### src/rtl/dram_upkeep_pkg.sv
package dram_upkeep_pkg;
  typedef enum logic [1:0] {PH_PAUSE, PH_INIT, PH_RUN} upkeep_phase_t;
  typedef enum logic [1:0] {ES_IDLE, ES_PRE, ES_CSET, ES_ACT} strobe_state_t;
endpackage

### src/rtl/upkeep_interval.sv
module upkeep_interval #(
  parameter int REF_CYC  = 1562,
  parameter int MAX_OWED = 4
) (
  input  logic clk,
  input  logic rst_n,
  input  logic run,
  input  logic take,
  output logic owed_any
);
  localparam int RW = $clog2(REF_CYC + 1);
  localparam int OW = $clog2(MAX_OWED + 1);

  logic [RW-1:0] tcnt_q;
  logic [OW-1:0] owed_q;
  logic          tick;

  assign tick     = run && (tcnt_q == RW'(REF_CYC - 1));
  assign owed_any = (owed_q != '0);

  always_ff @(posedge clk) begin
    if (!rst_n || !run) begin
      tcnt_q <= '0;
      owed_q <= '0;
    end else begin
      tcnt_q <= tick ? '0 : tcnt_q + 1'b1;
      case ({tick, take})
        2'b10:   if (owed_q != OW'(MAX_OWED)) owed_q <= owed_q + 1'b1;
        2'b01:   owed_q <= owed_q - 1'b1;
        default: owed_q <= owed_q;
      endcase
    end
  end

  AST_OWED_CAP: assert property (@(posedge clk) disable iff (!rst_n)
    owed_q <= OW'(MAX_OWED));
  AST_TAKE_NEEDS_DEBT: assert property (@(posedge clk) disable iff (!rst_n)
    (take && run) |-> owed_any);
endmodule

### src/rtl/upkeep_startup.sv
module upkeep_startup import dram_upkeep_pkg::*; #(
  parameter int PAUSE_CYC = 20000,
  parameter int INIT_CYC  = 8
) (
  input  logic clk,
  input  logic rst_n,
  input  logic restart,
  input  logic cyc_done,
  output logic want_cycle,
  output logic running,
  output logic init_done
);
  localparam int PW = $clog2(PAUSE_CYC + 1);
  localparam int IW = $clog2(INIT_CYC + 1);

  upkeep_phase_t phase_q;
  logic [PW-1:0] pcnt_q;
  logic [IW-1:0] icnt_q;
  logic          done_q;

  assign want_cycle = (phase_q == PH_INIT);
  assign running    = (phase_q == PH_RUN);
  assign init_done  = done_q;

  always_ff @(posedge clk) begin
    if (!rst_n || restart) begin
      phase_q <= PH_PAUSE;
      pcnt_q  <= '0;
      icnt_q  <= '0;
      done_q  <= 1'b0;
    end else begin
      done_q <= 1'b0;
      case (phase_q)
        PH_PAUSE: begin
          if (pcnt_q == PW'(PAUSE_CYC - 1)) phase_q <= PH_INIT;
          else pcnt_q <= pcnt_q + 1'b1;
        end
        PH_INIT: begin
          if (cyc_done) begin
            if (icnt_q == IW'(INIT_CYC - 1)) begin
              phase_q <= PH_RUN;
              done_q  <= 1'b1;
            end
            icnt_q <= icnt_q + 1'b1;
          end
        end
        default: phase_q <= phase_q;
      endcase
    end
  end

  AST_DONE_PULSE: assert property (@(posedge clk) disable iff (!rst_n)
    done_q |=> !done_q);
endmodule

### src/rtl/upkeep_strobe_engine.sv
module upkeep_strobe_engine import dram_upkeep_pkg::*; #(
  parameter bit USE_CBR = 1'b1,
  parameter int ROW_W   = 8,
  parameter int T_PRE   = 2,
  parameter int T_CSR   = 1,
  parameter int T_CHR   = 2,
  parameter int T_ACT   = 4
) (
  input  logic             clk,
  input  logic             rst_n,
  input  logic             start,
  output logic             ras_n,
  output logic             cas_n,
  output logic [ROW_W-1:0] row,
  output logic             busy,
  output logic             done
);
  localparam int TM1 = (T_PRE > T_CSR) ? T_PRE : T_CSR;
  localparam int TM2 = (T_ACT > TM1) ? T_ACT : TM1;
  localparam int CW  = $clog2(TM2 + 1);

  strobe_state_t state_q, state_d;
  logic [CW-1:0] cnt_q;
  logic [CW-1:0] span;
  logic          last;

  always_comb begin
    case (state_q)
      ES_PRE:  span = CW'(T_PRE - 1);
      ES_CSET: span = CW'(T_CSR - 1);
      ES_ACT:  span = CW'(T_ACT - 1);
      default: span = '0;
    endcase
  end

  assign last = (cnt_q == span);

  always_comb begin
    state_d = state_q;
    case (state_q)
      ES_IDLE: if (start) state_d = ES_PRE;
      ES_PRE:  if (last) state_d = USE_CBR ? ES_CSET : ES_ACT;
      ES_CSET: if (last) state_d = ES_ACT;
      ES_ACT:  if (last) state_d = ES_IDLE;
      default: state_d = ES_IDLE;
    endcase
  end

  always_ff @(posedge clk) begin
    if (!rst_n) begin
      state_q <= ES_IDLE;
      cnt_q   <= '0;
    end else begin
      state_q <= state_d;
      cnt_q   <= (state_d != state_q) ? '0 : cnt_q + 1'b1;
    end
  end

  assign busy  = (state_q != ES_IDLE);
  assign done  = (state_q == ES_ACT) && last;
  assign ras_n = (state_q != ES_ACT);

  generate
    if (USE_CBR) begin : g_cbr
      assign cas_n = !((state_q == ES_CSET) ||
                       ((state_q == ES_ACT) && (cnt_q < CW'(T_CHR))));
      assign row   = '0;

      AST_CAS_LEADS: assert property (@(posedge clk) disable iff (!rst_n)
        $fell(ras_n) |-> (!cas_n && $past(!cas_n)));
    end else begin : g_ras_only
      logic [ROW_W-1:0] row_q;
      always_ff @(posedge clk) begin
        if (!rst_n) row_q <= '0;
        else if (done) row_q <= row_q + 1'b1;
      end
      assign row   = row_q;
      assign cas_n = 1'b1;

      AST_ROW_STEP: assert property (@(posedge clk) disable iff (!rst_n)
        $rose(ras_n) |-> (row_q == ROW_W'($past(row_q) + 1'b1)));
      AST_ROW_HOLD: assert property (@(posedge clk) disable iff (!rst_n)
        (!ras_n && $past(!ras_n)) |-> $stable(row_q));
    end
  endgenerate
endmodule

### src/rtl/dram_upkeep.sv
module dram_upkeep import dram_upkeep_pkg::*; #(
  parameter int ROW_W     = 8,
  parameter bit USE_CBR   = 1'b1,
  parameter int CLK_KHZ   = 100000,
  parameter int PAUSE_CYC = CLK_KHZ / 5,
  parameter int REF_CYC   = (CLK_KHZ * 4) / (2 ** ROW_W),
  parameter int INIT_CYC  = 8,
  parameter int MAX_OWED  = 4,
  parameter int T_PRE     = 2,
  parameter int T_CSR     = 1,
  parameter int T_CHR     = 2,
  parameter int T_ACT     = 4
) (
  input  logic             clk,
  input  logic             rst_n,
  input  logic             host_req,
  input  logic             reinit_req,
  output logic             host_gnt,
  output logic             init_done,
  output logic             bus_own,
  output logic             ras_n,
  output logic             cas_n,
  output logic [ROW_W-1:0] row_addr
);
  logic gnt_q, reinit_q;
  logic busy, cyc_done, want_cycle, running, owed_any;
  logic launch, take_reinit;

  assign take_reinit = reinit_q && !busy && !gnt_q;
  assign launch      = !busy && !gnt_q && !reinit_q &&
                       (want_cycle || (running && owed_any));

  always_ff @(posedge clk) begin
    if (!rst_n) begin
      gnt_q    <= 1'b0;
      reinit_q <= 1'b0;
    end else begin
      if (reinit_req) reinit_q <= 1'b1;
      else if (take_reinit) reinit_q <= 1'b0;

      if (!host_req) gnt_q <= 1'b0;
      else if (running && !busy && !owed_any && !reinit_q) gnt_q <= 1'b1;
    end
  end

  upkeep_startup #(.PAUSE_CYC(PAUSE_CYC), .INIT_CYC(INIT_CYC)) u_start (
    .clk(clk), .rst_n(rst_n), .restart(take_reinit), .cyc_done(cyc_done),
    .want_cycle(want_cycle), .running(running), .init_done(init_done)
  );

  upkeep_interval #(.REF_CYC(REF_CYC), .MAX_OWED(MAX_OWED)) u_timer (
    .clk(clk), .rst_n(rst_n), .run(running), .take(launch),
    .owed_any(owed_any)
  );

  upkeep_strobe_engine #(
    .USE_CBR(USE_CBR), .ROW_W(ROW_W), .T_PRE(T_PRE), .T_CSR(T_CSR),
    .T_CHR(T_CHR), .T_ACT(T_ACT)
  ) u_engine (
    .clk(clk), .rst_n(rst_n), .start(launch), .ras_n(ras_n), .cas_n(cas_n),
    .row(row_addr), .busy(busy), .done(cyc_done)
  );

  assign host_gnt = gnt_q;
  assign bus_own  = busy;

  AST_GNT_NEEDS_INIT: assert property (@(posedge clk) disable iff (!rst_n)
    host_gnt |-> running);
  AST_QUIET_WHEN_GNT: assert property (@(posedge clk) disable iff (!rst_n)
    host_gnt |-> (ras_n && cas_n && !bus_own));
  AST_GNT_DROPS: assert property (@(posedge clk) disable iff (!rst_n)
    !host_req |=> !host_gnt);
endmodule

### config.mk
export PLATFORM = sky130hd
export DESIGN_NAME = dram_upkeep
export DESIGN_NICKNAME = d
export VERILOG_FILES = /design/src/rtl/dram_upkeep_pkg.sv /design/src/rtl/upkeep_interval.sv /design/src/rtl/upkeep_startup.sv /design/src/rtl/upkeep_strobe_engine.sv /design/src/rtl/dram_upkeep.sv
export SDC_FILE = /design/constraint.sdc
export NUM_CORES = 1
export LEC_CHECK = 0
export BUFFER_PORTS_ARGS = -buffer_cell sky130_fd_sc_hd__buf_4
export CAP_MARGIN = 20
export CORE_ASPECT_RATIO = 1.5
export CORE_MARGIN = 2
export CORE_UTILIZATION = 45
export CTS_BUF_LIST = sky130_fd_sc_hd__clkbuf_4 sky130_fd_sc_hd__clkbuf_8
export DETAILED_ROUTE_END_ITERATION = 8
export GPL_TIMING_DRIVEN = 0
export PLACE_DENSITY = 0.62
export SETUP_SLACK_MARGIN = 0.1
export SLEW_MARGIN = 20
export SYNTH_ARGS = -nofsm -noshare
export SYNTH_HDL_FRONTEND = slang
export SYNTH_SLANG_ARGS = --single-unit
### constraint.sdc
create_clock -name clk -period 2.2 [get_ports clk]
set_input_delay 0.44 -clock clk [delete_from_list [all_inputs] [get_ports clk]]
set_output_delay 0.44 -clock clk [all_outputs]
set_load 0.02 [all_outputs]
## Yosys cells after proc, flatten, opt, wreduce, memory -nomap -nowiden

Cells that the tools add are included.

| storage, ports and cells | value |
|---|---|
| bits in registers | 43 |
| bits in latches | 0 |
| bits in writable memories | 0 |
| ROM bits | 0 |
| input port bits | 4 |
| output and inout bits | 13 |
| logic and storage cells | 92 |
| memories kept | 0 |

| operators by class | value |
|---|---|
| $add $sub $neg | 6 |
| $mul | 0 |
| div/mod/pow operators | 0 |
| order comparisons | 1 |
| eq/ne operators | 18 |
| shift-type cells | 0 |
| muxes and demuxes | 15 |
| bitwise operators | 4 |
| reduce and logical (&&, ||, !) cells | 38 |

Operators with widths:

| cell | number |
|---|---|
| 15-bit by 1-bit adder with 15-bit output (second input constant) | 1 |
| 15-bit == test (second input constant) | 1 |
| 2-bit two-way mux | 7 |
| 1-bit logical AND | 12 |
| 11-bit by 1-bit adder with 11-bit output (second input constant) | 1 |
| 11-bit == test (second input constant) | 1 |
| 2-bit == test (second input constant) | 4 |
| 2-bit case mux with 2 select lines | 2 |
| 2-bit case mux with 4 select lines | 1 |
| 2-bit AND reduction | 4 |
| 2-bit nonzero test | 4 |
| 1-bit zero test | 7 |
| 3-bit by 1-bit adder with 3-bit output (second input constant) | 2 |
| 2-bit by 1-bit == test with 1-bit output (second input constant) | 3 |
| 2-bit by 1-bit inequality test with 1-bit output (second input constant) | 3 |
| 3-bit case mux with 2 select lines | 1 |
| 4-bit by 1-bit adder with 4-bit output (second input constant) | 1 |
| 4-bit by 3-bit == test with 1-bit output (second input constant) | 1 |
| 2-bit zero test | 2 |
| 1-bit logical OR | 4 |
| 2-bit inequality test (second input constant) | 2 |
| 1-bit NOT | 4 |
| 4-bit AND reduction | 1 |
| 2-bit OR reduction | 2 |
| other kinds (9) | 11 |

## Longest topological paths before layout

| logic depth | value |
|---|---|
| depth after elaboration | 9 |
| gate-level depth with buffers | 9 |
| depth with buffers taken out | 9 |

## Cells and area by module

Synthesis repeated with hierarchy kept, for this count alone.

| unflattened totals | value |
|---|---|
| cell total of the unflattened synthesis | 252 |
| area total of the unflattened synthesis | 2225.9 um2 |

Modules (own cells, without submodules):

| module | times used | cells each | area each (um2) | sequential area each (um2) |
|---|---|---|---|---|
| upkeep_startup | 1 | 119 | 1041.0 | 440.4 |
| upkeep_interval | 1 | 82 | 743.2 | 280.3 |
| upkeep_strobe_engine | 1 | 42 | 342.8 | 100.1 |
| dram_upkeep | 1 | 9 | 98.8 | 40.0 |

## Worst setup path after synthesis

Ideal clock, no wire load.

| timing | value |
|---|---|
| path kind | reg2reg |
| start | register u_timer.tcnt_q[2] |
| end | register u_timer.owed_q[2] |
| setup time | 0.079 ns |
| data arrival time | 2.113 ns |
| data required time | 2.121 ns |
| path slack | 0.007 ns |
| cell stages (with the launch flop) | 8 |
| path buffers | 0 |
| clock period less this slack | 2.193 ns |
| path through | dfxtp_1 or4b_4 or4_4 nand2_2 fa_1 nand3_2 and3b_2 a211oi_2 |

| on the way | value |
|---|---|
| longest elaborated chain between the ends | 5 |
| elaborated cells between the ends (all ways) | 8 |
| those cells by class | eq/ne: 4; mux: 1; reduce/logical: 3 |

Ends and longest elaborated chain:

| what | RTL line | source |
|---|---|---|
| start, declared | upkeep_interval.sv:14 | `logic [RW-1:0] tcnt_q;` |
| start signal, assigned | upkeep_interval.sv:26 | `tcnt_q <= tick ? '0 : tcnt_q + 1'b1;` |
| 11-bit == test * | upkeep_interval.sv:18 | `assign tick = run && (tcnt_q == RW'(REF_CYC - 1));` |
| 1-bit logical AND * | upkeep_interval.sv:18 |  |
| 2-bit == test or 2-bit by 1-bit == test with 1-bit output (tied branches) | upkeep_interval.sv:27 | `case ({tick, take})` |
| 2-bit by 1-bit inequality test with 1-bit output (no source line) or 2-bit nonzero test (tied branches) | -- |  |
| 2-bit AND reduction (no source line) | -- |  |
| end signal, assigned | upkeep_interval.sv:28 | `2'b10: if (owed_q != OW'(MAX_OWED)) owed_q <= owed_q + 1'b1;` |
| end signal, assigned | upkeep_interval.sv:29 | `2'b01: owed_q <= owed_q - 1'b1;` |
| end signal, assigned | upkeep_interval.sv:30 | `default: owed_q <= owed_q;` |
| end, declared | upkeep_interval.sv:15 | `logic [OW-1:0] owed_q;` |

Every way passes the cells marked *; elsewhere a longest branch is shown, timed or not.
A chain may end at the register's enable or synchronous reset.

## Worst setup path after layout

| timing | value |
|---|---|
| start | register u_timer.tcnt_q[6] |
| end | register u_timer.owed_q[1] |

The elaborated chain is that of the path after synthesis.

==> summary.txt <==
Outcome
  – Status: finished clean

Timing
  – Clock skew: 0.0106 ns
  – Setup_tns: 0 ns
  – RSZ-0062 raised after global routing: true
  – Finish-stage setup viols: 0
  – Final hold violation count: 0
  – Slew Viols, Final: 0
  – Slew headroom: 65.7%
  – Hold_ws: 0.348 ns
  – Fmax: 468 MHz
  – Slew of the pin with the lowest slew margin: 0.507 ns
  – Fin crit period: 2.14 ns
  – Tcrit/Tclk final: 97.2%

Synth
  – Mean Syn Cell Area: 8.91 sq um
  – Yosys cell types: 53
  – Post-synth ARST share: 0%
  – Main area contributors after synthesis: dfxtp_1 (40%), xor2_1 (8.2%), nor2_1 (6.1%), nand3_1 (4.2%), nand2_1 (3.0%)
  – Cells after Synth: 240
  – Yosys top cell area share: 40.3%
  – Flops & latches, synth: 43
  – Post-synth top area cell: dfxtp_1
  – Warnings, synthesis: 0
  – EDFF count, synth: 0
  – Top FF cell, synth: dfxtp_1
  – Netlist Area Pre-Place: 2140 sq um
  – Post-synthesis sequential area ratio: 40.3%

Finish
  – Design area: 2500 sq um
  – Layout fillers: 453
  – Diode count: 0
  – Layout cells sized above 1: 22.9%
  – Area Growth Syn to Fin: 16.8%
  – Final #Nets: 280

Global routing
  – Initial antenna violation count: 0
  – Overflow after GRT: 0
  – Number of global-route vias before repair: 1590
  – Total GRT Usage: 17.4%
  – Largest net degree at the start of global routing: 15
  – First-pass GRT wire length: 6940 um

Power
  – Comb power frac: 4.9%
  – Worst VDD drop: 362 uV
  – Proportion of power drawn by the clock network: 36.7%
  – Pwr dens: 545 nW/um^2
  – Switch share: 24.0%
  – Share of power burned in registers: 58.4%
  – Internal: 1.04 mW
  – Total power: 1.36 mW
  – Psw: 327 uW
  – Pleak: 0.945 nW

Worst setup path
  – Worst reg-to-reg setup slack: 0.06 ns
  – Reg-to-Reg End: u_timer.owed_q[1]
  – R2R depth: 6
  – Critical Path AT: 2.37 ns
  – R2R Path Start: u_timer.tcnt_q[6]
  – Element type at the critical path start: flop
  – Worst Path Max Fanout: 2
  – Critical Path Sink Type: flop
  – Critical path class: flop to flop
  – Crit. Startpoint: u_timer.tcnt_q[6]
  – Worst EP required: 2.43 ns

Die
  – DIE WIDTH: 60.3 um
  – Initial Util: 47.1%
  – Core ar.: 4540 sq um
  – Die Ht: 88.4 um
  – Die Footprint: 5330 sq um
  – # rows: 30
  – # IOs: 17

Hold path
  – Hold worst-path end: reinit_q
  – WHS Path Cells: 2
  – Min-delay src: reinit_req
  – Worst hold path type: primary input to flop

Clock network
  – Clock Tree Buf Depth: 2
  – Skew-Pair Late Insertion Delay: 0.30 ns
  – CTS tree: done
  – Clk root buf: clkbuf_8
  – CTS buffer count: 5
  – Clock sinks: 43
  – Max H-tree Level: 2
  – Clock transition at the registers of the reported paths: 0.08 ns

Routing
  – Vias: 1693
  – DRT Wirelength: 4120 um
  – Initial detailed-routing violation count: 68
  – M1 WL: 1800 um
  – Pre-antenna DRT Iters: 6
  – Met2 WL post-DR: 2150 um
  – Max Used Layer: met4
  – Vias per cell: 5.05
  – # DRC: 0
  – Final ANT Viol Nets: 0
  – Drt wl/cell: 12.3 um
  – Met3 routed WL: 82 um

Place
  – Cell Area, Placed: 2310 sq um
  – HPWL after DPL: 2880 um
  – Gpl congestion: 0.783
  – Port bufs: 7

Run
  – Max Cap Viol: 0
==> sequential cells by signal (all words and copies together), names as in the netlist <==
name,flops
host_gnt,1
reinit_q,1
u_engine.cnt_q,3
u_engine.state_q,2
u_start.icnt_q,4
u_start.init_done,1
u_start.pcnt_q,15
u_start.phase_q,2
u_timer.owed_q,3
u_timer.tcnt_q,11
==> final cells by class <==
cell class | instances | area [sq um] | share of cell area, %
inverter | 5 | 18.8 | 0.752
multi-input combinational | 183 | 1220 | 49.0
clock inverter | 3 | 20.0 | 0.802
clock buffer | 5 | 68.8 | 2.76
sequential | 43 | 867 | 34.7
buffer | 15 | 91.3 | 3.66
tap | 64 | 80.1 | 3.21
timing repair buffer | 17 | 128 | 5.11
==> cells in the final DEF, fill, tap and decap left out, drive strengths merged, types with 2 or more instances in the layout <==
cell type,n
dfxtp,43
nor2,35
buf,28
xor2,20
nand3,19
nand2,18
nand4,10
clkbuf,9
conb,8
xnor2,7
nor3,6
inv,5
ha,5
and2,4
and3,4
and4,4
a21oi,4
or2,3
o21ai,3
or4,3
nor3b,3
nor4,3
nor2b,2
or3,2
o21a,2
clkinvlp,2
==> synthesized netlist by cell type (all sizes together) (3+ instances only) <==
library cell and n:
dfxtp 43, nor2 35, xor2 20, nand3 19, nand2 18, buf 12
nand4 10, xnor2 7, nor3 6, ha 5, inv 5, a21oi 4
and2 4, and3 4, and4 4, clkbuf 4, nor3b 3, nor4 3
o21ai 3, or2 3, or4 3
==> critical path, stage by stage, from the launching register on <==
cell and delay (ns):
dfxtp_2 0.32, or4b_4 0.53, or4_4 0.45, nand2_4 0.08, fa_2 0.43, a21o_1 0.17, a21oi_2 0.10
==> stage by stage <==
stage | instances | utilization (%) | worst slack (ns)
2_1_floorplan | 247 | - | 0.0331
3_3_place_gp | 318 | 50.8 | -0.0715
3_5_place_dp | 318 | 50.8 | -0.0540
4_1_cts | 332 | 53.9 | -0.0147
5_1_grt | 335 | 55.0 | -0.0174
6_report | 335 | 55.0 | 0.0613
==> worst max-delay path by stage <==
stage	end	slack [ns]
6_report	u_timer.owed_q[1]	0.06
5_1_grt	u_timer.owed_q[1]	-0.02
4_1_cts	u_timer.owed_q[2]	-0.01
3_5_place_dp	u_timer.owed_q[1]	-0.05
3_3_place_gp	u_timer.owed_q[2]	-0.07
2_1_floorplan	u_timer.owed_q[1]	0.03
==> power by group through the flow <==
stage	clock network, mW	logic [mW]	registers, mW
after global placement	0	0.0650	0.813
final	0.500	0.0670	0.795
after detailed placement	0	0.0655	0.814
after floorplan	0	0.0547	0.812
after global routing	0.542	0.0753	0.797
after CTS	0.516	0.0659	0.794
==> kinds of logic after synthesis <==
family / share of synthesized area, %
other: 0.175
flip-flops: 40.3
AO/OA/AOI/OAI: 6.73
buffers and inverters: 5.27
AND/OR/NAND/NOR: 32.2
adder cells (fa/ha/maj): 3.86
multiplexers: 0.468
XOR/XNOR: 11.1
==> what timing repair did <==
item,4_1_cts,5_1_grt
pin swaps,4,8
resized for setup,4,5
endpoints found under the hold margin,0,0
setup endpoints to repair,2,14
hold buffers,0,0
buffers inserted,6,4
==> layer usage <==
layer  global-route usage, %  vias up
met3                    3.22        7
met5                       0        -
li1                        -      875
met4                    8.69        0
met1                    20.3      797
met2                    29.7       14
(Power assumes the default switching activity.)
